<file path="src/rtl/fp_codec_pkg.sv">
// Package fp_codec_pkg
// Holds the default geometry of the floating sample format that the codec
// and its submodules share. Assumes a word of sign, exponent, mantissa.
package fp_codec_pkg;
    localparam int SMP_W_DEF   = 24;  // fixed-point sample width
    localparam int MANT_W_DEF  = 11;  // mantissa width
    localparam int EXP_W_DEF   = 4;   // exponent field width
    localparam int EXP_CAP_DEF = 12;  // largest exponent produced
endpackage

</file>
<file path="src/rtl/fp_sign_run.sv">
// Module fp_sign_run
// Counts the leading bits of a two's-complement value that repeat the bit
// above them, starting at the MSB, and stops at EXP_CAP. Assumes
// EXP_CAP < SMP_W and that EXP_CAP fits in EXP_W bits.
module fp_sign_run #(
    parameter int SMP_W   = fp_codec_pkg::SMP_W_DEF,
    parameter int EXP_W   = fp_codec_pkg::EXP_W_DEF,
    parameter int EXP_CAP = fp_codec_pkg::EXP_CAP_DEF
) (
    input  logic [SMP_W-1:0] smp_i,
    output logic [EXP_W-1:0] run_o
);
    // bit i is set where bit i differs from bit i-1
    logic [SMP_W-1:0] diff;
    // run[k] is set when the first k+1 positions all repeat their neighbour
    logic [EXP_CAP-1:0] run;

    assign diff = smp_i ^ {smp_i[SMP_W-2:0], 1'b0};

    genvar k;
    generate
        for (k = 0; k < EXP_CAP; k++) begin : g_run
            if (k == 0) begin : g_first
                assign run[k] = ~diff[SMP_W-1];
            end else begin : g_next
                assign run[k] = run[k-1] & ~diff[SMP_W-1-k];
            end
        end
    endgenerate

    // Sum the prefix flags into the exponent
    always_comb begin
        run_o = '0;
        for (int i = 0; i < EXP_CAP; i++) begin
            run_o = run_o + EXP_W'(run[i]);
        end
    end
endmodule

</file>
<file path="src/rtl/fp_pack_core.sv">
// Module fp_pack_core
// Combinational compressor from a fixed-point sample to a floating word.
// Assumes the mantissa sits just under the two top bits of the sample after
// normalisation, i.e. SMP_W - 2 - MANT_W >= 0.
module fp_pack_core #(
    parameter int SMP_W   = fp_codec_pkg::SMP_W_DEF,
    parameter int MANT_W  = fp_codec_pkg::MANT_W_DEF,
    parameter int EXP_W   = fp_codec_pkg::EXP_W_DEF,
    parameter int EXP_CAP = fp_codec_pkg::EXP_CAP_DEF,
    localparam int WRD_W  = 1 + EXP_W + MANT_W
) (
    input  logic [SMP_W-1:0] smp_i,
    output logic [WRD_W-1:0] word_o
);
    localparam logic [EXP_W-1:0] CAP_E = EXP_W'(EXP_CAP);

    logic [EXP_W-1:0]  expo;
    logic [SMP_W-1:0]  norm;
    logic [MANT_W-1:0] mant;

    fp_sign_run #(
        .SMP_W  (SMP_W),
        .EXP_W  (EXP_W),
        .EXP_CAP(EXP_CAP)
    ) u_run (
        .smp_i(smp_i),
        .run_o(expo)
    );

    // Normalise: move the first significant bit up to just under the sign
    assign norm = smp_i << expo;

    // Choose the mantissa source depending on whether the count saturated
    always_comb begin
        if (expo == CAP_E) begin
            mant = smp_i[MANT_W-1:0];
        end else begin
            mant = norm[SMP_W-3 -: MANT_W];
        end
    end

    assign word_o = {smp_i[SMP_W-1], expo, mant};
endmodule

</file>
<file path="src/rtl/fp_unpack_core.sv">
// Module fp_unpack_core
// Combinational expander from a floating word to a fixed-point sample.
// Assumes the word layout of fp_pack_core; exponents above EXP_CAP-1 are
// treated as EXP_CAP-1 with the hidden bit equal to the sign.
module fp_unpack_core #(
    parameter int SMP_W   = fp_codec_pkg::SMP_W_DEF,
    parameter int MANT_W  = fp_codec_pkg::MANT_W_DEF,
    parameter int EXP_W   = fp_codec_pkg::EXP_W_DEF,
    parameter int EXP_CAP = fp_codec_pkg::EXP_CAP_DEF,
    localparam int WRD_W  = 1 + EXP_W + MANT_W
) (
    input  logic [WRD_W-1:0] word_i,
    output logic [SMP_W-1:0] smp_o
);
    localparam int PAD_W = SMP_W - 2 - MANT_W;
    localparam logic [EXP_W-1:0] TOP_E = EXP_W'(EXP_CAP - 1);

    logic              sgn;
    logic [EXP_W-1:0]  expo;
    logic [MANT_W-1:0] mant;
    logic              big_e;
    logic [EXP_W-1:0]  sh;
    logic [SMP_W-1:0]  pattern;

    assign sgn  = word_i[WRD_W-1];
    assign expo = word_i[WRD_W-2 -: EXP_W];
    assign mant = word_i[MANT_W-1:0];

    // Flag the clamped exponent range
    assign big_e = (expo > TOP_E);
    assign sh    = big_e ? TOP_E : expo;

    // Rebuild the sample: sign, hidden bit, mantissa, zero padding
    assign pattern = {sgn, big_e ? sgn : ~sgn, mant, {PAD_W{1'b0}}};

    // Denormalise by an arithmetic right shift
    assign smp_o = SMP_W'($signed(pattern) >>> sh);
endmodule

</file>
<file path="src/rtl/fp_codec.sv">
// Module fp_codec
// Two independent one-cycle registered paths: compress a fixed-point sample
// to a floating word, and expand a floating word back to a sample. Data
// registers load only on valid and hold otherwise. Synchronous active-low
// reset clears every register.
module fp_codec #(
    parameter int SMP_W   = fp_codec_pkg::SMP_W_DEF,
    parameter int MANT_W  = fp_codec_pkg::MANT_W_DEF,
    parameter int EXP_W   = fp_codec_pkg::EXP_W_DEF,
    parameter int EXP_CAP = fp_codec_pkg::EXP_CAP_DEF,
    localparam int WRD_W  = 1 + EXP_W + MANT_W
) (
    input  logic             clk,
    input  logic             rst_n,
    input  logic             cmp_vld_i,
    input  logic [SMP_W-1:0] cmp_smp_i,
    output logic             cmp_vld_o,
    output logic [WRD_W-1:0] cmp_word_o,
    input  logic             exp_vld_i,
    input  logic [WRD_W-1:0] exp_word_i,
    output logic             exp_vld_o,
    output logic [SMP_W-1:0] exp_smp_o
);
    logic [WRD_W-1:0] cmp_word_d;
    logic [SMP_W-1:0] exp_smp_d;

    fp_pack_core #(
        .SMP_W  (SMP_W),
        .MANT_W (MANT_W),
        .EXP_W  (EXP_W),
        .EXP_CAP(EXP_CAP)
    ) u_pack (
        .smp_i (cmp_smp_i),
        .word_o(cmp_word_d)
    );

    fp_unpack_core #(
        .SMP_W  (SMP_W),
        .MANT_W (MANT_W),
        .EXP_W  (EXP_W),
        .EXP_CAP(EXP_CAP)
    ) u_unpack (
        .word_i(exp_word_i),
        .smp_o (exp_smp_d)
    );

    // Compress path output register with its valid flag
    always_ff @(posedge clk) begin
        if (!rst_n) begin
            cmp_vld_o  <= 1'b0;
            cmp_word_o <= '0;
        end else begin
            cmp_vld_o <= cmp_vld_i;
            if (cmp_vld_i) begin
                cmp_word_o <= cmp_word_d;
            end
        end
    end

    // Expand path output register with its valid flag
    always_ff @(posedge clk) begin
        if (!rst_n) begin
            exp_vld_o <= 1'b0;
            exp_smp_o <= '0;
        end else begin
            exp_vld_o <= exp_vld_i;
            if (exp_vld_i) begin
                exp_smp_o <= exp_smp_d;
            end
        end
    end
endmodule

</file>
<file path="config.mk">
export PLATFORM = sky130hd
export DESIGN_NAME = fp_codec
export DESIGN_NICKNAME = d
export VERILOG_FILES = /design/src/rtl/fp_codec_pkg.sv /design/src/rtl/fp_sign_run.sv /design/src/rtl/fp_pack_core.sv /design/src/rtl/fp_unpack_core.sv /design/src/rtl/fp_codec.sv
export SDC_FILE = /design/constraint.sdc
export NUM_CORES = 1
export LEC_CHECK = 0
export BUFFER_PORTS_ARGS = -buffer_cell sky130_fd_sc_hd__buf_2
export CAP_MARGIN = 20
export CORE_AREA = 2 2 121 94
export CTS_CLUSTER_SIZE = 10
export DETAILED_ROUTE_END_ITERATION = 12
export DIE_AREA = 0 0 123 96
export HOLD_SLACK_MARGIN = 0.02
export MAX_ROUTING_LAYER = met4
export PLACE_DENSITY = 0.65
export RECOVER_POWER = 100
export SYNTH_ARGS = -nofsm -noshare
export SYNTH_HDL_FRONTEND = slang
export SYNTH_SLANG_ARGS = --single-unit
</file>
<file path="constraint.sdc">
create_clock -name clk -period 7.2 [get_ports clk]
set_input_delay 1.08 -clock clk [delete_from_list [all_inputs] [get_ports clk]]
set_output_delay 1.08 -clock clk [all_outputs]
set_load 0.01 [all_outputs]
</file>
Yosys cells after proc, flatten, opt, wreduce, memory -nomap -nowiden. Index checks and enable logic that the tools add are counted.

$add $sub $neg: 11. Multipliers: 0. Divide/modulo/power cells: 0. $lt $le $gt $ge: 1. Eq/ne operators: 1. Shift-type cells: 2. Muxes and demuxes: 3. Bitwise gates (word level): 25. Reductions and logical operators: 0.

Operators by type and width (count): adder 4 x 1 -> 4 bit (8); left shift 24 x 4 -> 22 bit (1); >>> shifter 24 x 4 -> 24 bit (1); XOR 24 bit (1); NOT 1 bit (13); bitwise AND 1 bit (11); 2-to-1 mux 11 bit (1); adder 3 x 1 -> 4 bit (1); equality test 4 bit (second input constant) (1); > comparator 4 bit (second input constant) (1); 2-to-1 mux 4 bit (1); adder 2 x 1 -> 3 bit (1); adder 1 x 1 -> 2 bit (1); 2-to-1 mux 1 bit (1).

Register bits: 42. Latch bits: 0. Memory bits (writable): 0. Memory bits (read-only): 0. Word-level logic and storage cells: 47. Memories kept: 0.

Depth between registers and ports, before layout.
Word-level depth: 16. Gate-level depth with buffers: 23.

By module. Synthesis repeated with hierarchy kept, for this count alone.

Cell total of the unflattened synthesis: 427. Area, all modules: 4082.7 um2.

By module, submodules not included: fp_codec (instances 1, cells each 133, area each 1601.5 um2, sequential area each 840.8 um2); fp_pack_core (instances 1, cells each 90, area each 1081.0 um2, sequential area each 0.0 um2); fp_unpack_core (instances 1, cells each 150, area each 949.7 um2, sequential area each 0.0 um2); fp_sign_run (instances 1, cells each 54, area each 450.4 um2, sequential area each 0.0 um2).

Least setup slack after synthesis. No wires, ideal clock.

Kind: input to register. Start: input cmp_smp_i[19]. End: register cmp_word_o[8]. Library setup time: 0.058 ns. Arrival: 6.218 ns. Required time: 7.142 ns. Path slack: 0.924 ns. Stages: 19. Path buffers: 1. Cells stage by stage: clkbuf_1 > or4_1 > nor2_1 > o21a_1 > o21ai_0 > fa_1 > fa_1 > inv_1 > fa_1 > inv_1 > fa_1 > inv_1 > ha_1 > inv_1 > fa_1 > xnor2_1 > mux4_1 > a211oi_1 > o221a_2.

Word-level cells in the longest chain between the ends: 14. Elaborated cells between the ends (all ways): 24. Those cells by class: add/sub: 9; eq/ne: 1; shift: 1; mux: 1; bitwise: 12.

RTL lines: start: declaration (line fp_codec.sv:16) `input logic [SMP_W-1:0] cmp_smp_i,`; XOR 24 bit (line fp_sign_run.sv:18) `assign diff = smp_i ^ {smp_i[SMP_W-2:0], 1'b0};`; NOT 1 bit (line fp_sign_run.sv:26) `assign run[k] = run[k-1] & ~diff[SMP_W-1-k];`; bitwise AND 1 bit (line fp_sign_run.sv:26); adder 3 x 1 -> 4 bit / bitwise AND 1 bit (equally long branches) (line fp_sign_run.sv:35, fp_sign_run.sv:26); adder 4 x 1 -> 4 bit / bitwise AND 1 bit (equally long branches) (7 in a row) (line fp_sign_run.sv:35, fp_sign_run.sv:26); adder 4 x 1 -> 4 bit (line fp_sign_run.sv:35) `run_o = run_o + EXP_W'(run[i]);`; left shift 24 x 4 -> 22 bit / equality test 4 bit (equally long branches) (line fp_pack_core.sv:31, fp_pack_core.sv:35); 2-to-1 mux 11 bit * (line fp_pack_core.sv:35) `if (expo == CAP_E) begin`; end signal: assignment (line fp_codec.sv:55) `cmp_word_o <= cmp_word_d;`; end: declaration (line fp_codec.sv:18) `output logic [WRD_W-1:0] cmp_word_o,`.

Every way passes the cells marked *; elsewhere a longest branch is shown, timed or not. A chain may end at the register's enable or synchronous reset.

Final worst setup path. Same ends and word-level chain as after synthesis.

==> reports/qor_table.md <==
| Quantity | Value | Unit |
|:---|:---|:---|
| RSZ-0062 raised after global routing | false | - |
| Total length of routed met2 wires | 4570 | um |
| Worst hold path class | flop to flop | - |
| Power density over the cells | 177 | mW/mm^2 |
| Pin count of the biggest net entering global routing | 34 | - |
| HPWL after DPL | 8650 | um |
| Final period utilization | 0.903 | - |
| Top routing layer in use | met4 | - |
| Max stage delay cell, worst path | sky130_fd_sc_hd__mux4_1 | - |
| Post-DRT Antenna Nets | 0 | - |
| Setup TNS | 0 | ps |
| Synthesized cell area | 0.00363 | mm^2 |
| Antenna violations before repair | 0 | - |
| Commonest register cell after synthesis | sky130_fd_sc_hd__dfxtp_1 | - |
| Run status | completed | - |
| Post-synthesis async set-or-reset flop share | 0 | - |
| Biggest fanout along the worst timing path | 27 | - |
| Number of enable flip-flop cells after synthesis | 0 | - |
| Remaining routing DRC violations | 0 | - |
| Cells traversed along the worst timing path | clkbuf_1 -> or4_1 -> nor2_1 -> o21a_1 -> o21ai_0 -> fa_1 -> fa_1 -> inv_1 -> fa_1 -> inv_1 -> fa_1 -> inv_1 -> ha_1 -> inv_1 -> fa_1 -> buf_4 -> mux2i_1 -> mux4_1 -> a211oi_1 -> o221a_2 | - |
| Vias per cell | 5.71 | - |
| Count of cell instances traversed by the critical path | 20 | - |
| Post-route worst hold slack | 445 | ps |
| Vias after detailed routing | 3681 | - |
| Maximum cell stage delay along the critical path | 610 | ps |
| Final Skew | 0 | ps |
| Unique cell type count in the Yosys netlist | 58 | - |
| Clock slew seen by the registers of the worst setup and hold paths | 70 | ps |
| Starting DRT DRC Count | 380 | - |
| Number of nets produced by synthesis | 497 | - |
| Count of buffering cells on the critical path with inverters included | 6 | - |
| Inserted Clock Buffers | 5 | - |
| Area growth, synth to finish | 15.2 | % |
| Capturing element type of the critical path | flop | - |
| Sequential area share after synthesis | 0.231 | - |
| Max-capacitance violation count | 0 | - |
| Max Clk Rate | 154 | MHz |
| FP Rows | 33 | - |
| Clock latency reported for the late side of the worst-skew pair | 280 | ps |
| Startpoint class of the critical path | input port | - |
| Source of the worst hold timing path | exp_smp_o[7]$_SDFFE_PN0P_ | - |
| Overall Global Routing Usage | 0.197 | - |
| Routed met3 length | 908 | um |
| Final setup violation count | 0 | - |
| Port buffer count | 85 | - |
| Number of setup buffers added after CTS | 0 | - |
| Total power of the final layout | 0.742 | mW |
| Area enclosed by the die boundary | 0.0118 | mm^2 |
| Fin. max-slew vios | 0 | - |
| Launching point of the worst reg2reg path | cmp_word_o[4]$_SDFFE_PN0P_ | - |
| Number of instances in the placed design | 637 | - |
| Critical setup path kind | input port to flop | - |
| Cell repeated most along the worst path | sky130_fd_sc_hd__fa_1 | - |
| Routability cong. | 0.948 | - |
| Clock tree root buffer cell | sky130_fd_sc_hd__clkbuf_16 | - |
| Post-synthesis cell count | 443 | - |
| Worst Path Arrival | 6730 | ps |
| Number of global-route vias before repair | 3292 | - |
| Die width | 123 | um |
| CTS Hold Buffers Added | 0 | - |
| Aggregate routed wire length | 11500 | um |
| Number of H-tree levels | 2 | - |
| Initial cell density of the core | 0.341 | - |
| Die Y-Extent | 96 | um |
| Gates resized, CTS repair | 0 | - |
| WL per Instance | 17.8 | um |
| Worst Tran Pin Value | 1390 | ps |
| Mean post-synth cell area | 8.20 | um^2 |
| First element of the critical path | cmp_smp_i[19] | - |
| Number of cells on the worst reg-to-reg path | 2 | - |
| LEAKAGE | 1.78 | nW |
| Required time of the critical path | 7430 | ps |
| Area of the core | 0.0107 | mm^2 |
| Worst Hold Depth | 2 | - |
| Number of warning messages in the yosys log | 0 | - |
| Total I/O pin count | 86 | - |
| Final hold violation count | 0 | - |
| Number of sinks on the clock net | 42 | - |
| Max-Slew Margin vs Limit | 0.0726 | - |
| # diodes | 0 | - |
| Delay-heaviest family, CP | adder cells | - |
| Number of nets in the layout | 558 | - |
| Number of optimization iterations in the first detailed-route pass | 5 | - |
| Non-Filler Instances | 645 | - |
| Longest Clk Path Bufs | 2 | - |
| Fill cells | 1133 | - |
| IR drop worst, VDD | 0.0814 | mV |
| Global-route wire length before repair | 17600 | um |
| Clock tree from TritonCTS | yes | - |
| Remaining global-route overflow | 0 | - |
| Shortest period the worst path allows | 6500 | ps |
| Share of post-route cells with drive strength above 1 | 0.129 | - |
| Routed metal-1 wirelength | 5930 | um |
| Flip-flop and latch count after synthesis | 42 | - |
## state kept, by name, summed over array words and instances (netlist names)
name / count
exp_smp_o: 24
cmp_vld_o: 1
exp_vld_o: 1
cmp_word_o: 16
## per-layer routing
layer / global-route usage / vias up
met3: 0.0456 / 5
met1: 0.303 / 1781
li1: - / 1761
met5: - / -
met4: 0.0322 / 0
met2: 0.257 / 134
## power breakdown
part | internal [mW] | switching [mW] | leakage (nW)
Clock | 0.133 | 0.104 | 0.0752
Sequential | 0.251 | 0.0106 | 0.347
Combinational | 0.0961 | 0.147 | 1.36
Total | 0.480 | 0.262 | 1.78
## cells in the mapped netlist (2+ instances only)
| cell | instances | area share |
|---|---|---|
| sky130_fd_sc_hd__nand3_1 | 13 | 0.018 |
| sky130_fd_sc_hd__mux4_2 | 7 | 0.043 |
| sky130_fd_sc_hd__o22ai_1 | 3 | 0.0052 |
| sky130_fd_sc_hd__a22oi_1 | 4 | 0.0083 |
| sky130_fd_sc_hd__nand2b_1 | 2 | 0.0034 |
| sky130_fd_sc_hd__buf_2 | 11 | 0.015 |
| sky130_fd_sc_hd__o311ai_0 | 5 | 0.012 |
| sky130_fd_sc_hd__buf_1 | 2 | 0.0021 |
| sky130_fd_sc_hd__nor3b_1 | 2 | 0.0041 |
| sky130_fd_sc_hd__a31oi_1 | 7 | 0.012 |
| sky130_fd_sc_hd__and3_1 | 11 | 0.019 |
| sky130_fd_sc_hd__nor4_1 | 2 | 0.0034 |
| sky130_fd_sc_hd__o211a_1 | 2 | 0.0055 |
| sky130_fd_sc_hd__and2_1 | 4 | 0.0069 |
| sky130_fd_sc_hd__a21oi_1 | 24 | 0.033 |
| sky130_fd_sc_hd__and2_0 | 2 | 0.0034 |
| sky130_fd_sc_hd__mux2i_1 | 50 | 0.14 |
| sky130_fd_sc_hd__inv_1 | 17 | 0.018 |
| sky130_fd_sc_hd__dfxtp_1 | 42 | 0.23 |
| sky130_fd_sc_hd__mux2_2 | 6 | 0.019 |
| sky130_fd_sc_hd__nor2_1 | 24 | 0.025 |
| sky130_fd_sc_hd__buf_4 | 3 | 0.0062 |
| sky130_fd_sc_hd__a211oi_1 | 5 | 0.010 |
| sky130_fd_sc_hd__nand2_1 | 46 | 0.048 |
| sky130_fd_sc_hd__ha_1 | 4 | 0.014 |
| sky130_fd_sc_hd__a211o_1 | 4 | 0.0096 |
| sky130_fd_sc_hd__xnor2_1 | 4 | 0.0096 |
| sky130_fd_sc_hd__xor2_1 | 5 | 0.012 |
| sky130_fd_sc_hd__a21oi_2 | 2 | 0.0048 |
| sky130_fd_sc_hd__clkbuf_1 | 19 | 0.020 |
| sky130_fd_sc_hd__mux4_1 | 4 | 0.029 |
| sky130_fd_sc_hd__or3_1 | 2 | 0.0034 |
| sky130_fd_sc_hd__a32oi_1 | 3 | 0.0072 |
| sky130_fd_sc_hd__nor2b_1 | 19 | 0.033 |
| sky130_fd_sc_hd__o211ai_1 | 6 | 0.012 |
| sky130_fd_sc_hd__nor3_1 | 10 | 0.014 |
| sky130_fd_sc_hd__a32o_1 | 3 | 0.0083 |
| sky130_fd_sc_hd__nand4_1 | 4 | 0.0069 |
| sky130_fd_sc_hd__fa_1 | 6 | 0.033 |
| sky130_fd_sc_hd__o21ai_0 | 36 | 0.050 |
## metrics by stage
step           utilization  instance area [um^2]  worst slack (ps)
2_1_floorplan            -                  3630               924
3_3_place_gp         0.385                  4100               541
3_5_place_dp         0.385                  4100               457
4_1_cts              0.399                  4260               744
5_1_grt              0.393                  4190               386
6_report             0.393                  4190               696
## kinds of logic (layout without fill, tap and decap cells)
family | count (synthesis) | after routing | share of synthesized area
and+or+nand+nor | 144 | 144 | 0.194
AOI/OAI and AO/OA | 118 | 118 | 0.214
buffers and inverters | 53 | 115 | 0.0637
muxes | 67 | 67 | 0.229
DFF | 42 | 42 | 0.231
xor gates and xnor gates | 9 | 9 | 0.0217
adders and majority gates | 10 | 10 | 0.0468
## tightest hold or removal path, cell delays in order, from the launching register on
cell and delay [ps]:
sky130_fd_sc_hd__dfxtp_1 320, sky130_fd_sc_hd__nand2_1 50, sky130_fd_sc_hd__nand2_1 40
## cells in the final DEF, fill, tap and decap left out, types with 5 or more instances in the layout
cell and n:
sky130_fd_sc_hd__mux2i_1 50, sky130_fd_sc_hd__clkbuf_1 47, sky130_fd_sc_hd__nand2_1 46, sky130_fd_sc_hd__dfxtp_1 42
sky130_fd_sc_hd__buf_2 39, sky130_fd_sc_hd__o21ai_0 36, sky130_fd_sc_hd__a21oi_1 26, sky130_fd_sc_hd__nor2_1 24
sky130_fd_sc_hd__nor2b_1 19, sky130_fd_sc_hd__inv_1 17, sky130_fd_sc_hd__nand3_1 13, sky130_fd_sc_hd__and3_1 11
sky130_fd_sc_hd__nor3_1 10, sky130_fd_sc_hd__a31oi_1 7, sky130_fd_sc_hd__mux4_2 7, sky130_fd_sc_hd__o211ai_1 6
sky130_fd_sc_hd__fa_1 6, sky130_fd_sc_hd__xor2_1 5, sky130_fd_sc_hd__o311ai_0 5, sky130_fd_sc_hd__a211oi_1 5
sky130_fd_sc_hd__mux2_2 5, sky130_fd_sc_hd__clkbuf_16 5
## path summary, 6_finish.rpt
path / end / slack, ps
worst max-delay path: cmp_word_o[8]$_SDFFE_PN0P_ / 700
worst min-delay path: exp_smp_o[7]$_SDFFE_PN0P_ / 440
worst max register to register: cmp_word_o[4]$_SDFFE_PN0P_ / 6220
worst min register to register: exp_smp_o[7]$_SDFFE_PN0P_ / 440
## cell type report
class | count | area (um^2) | area share
flip-flops and latches | 42 | 841 | 0.201
clock inverters | 3 | 26.3 | 0.00628
multi-input cells | 348 | 2550 | 0.610
well taps | 140 | 175 | 0.0418
clock buffers | 5 | 125 | 0.0299
inverters | 17 | 63.8 | 0.0152
repair buffers | 90 | 402 | 0.0959
(Power assumes the default switching activity.)
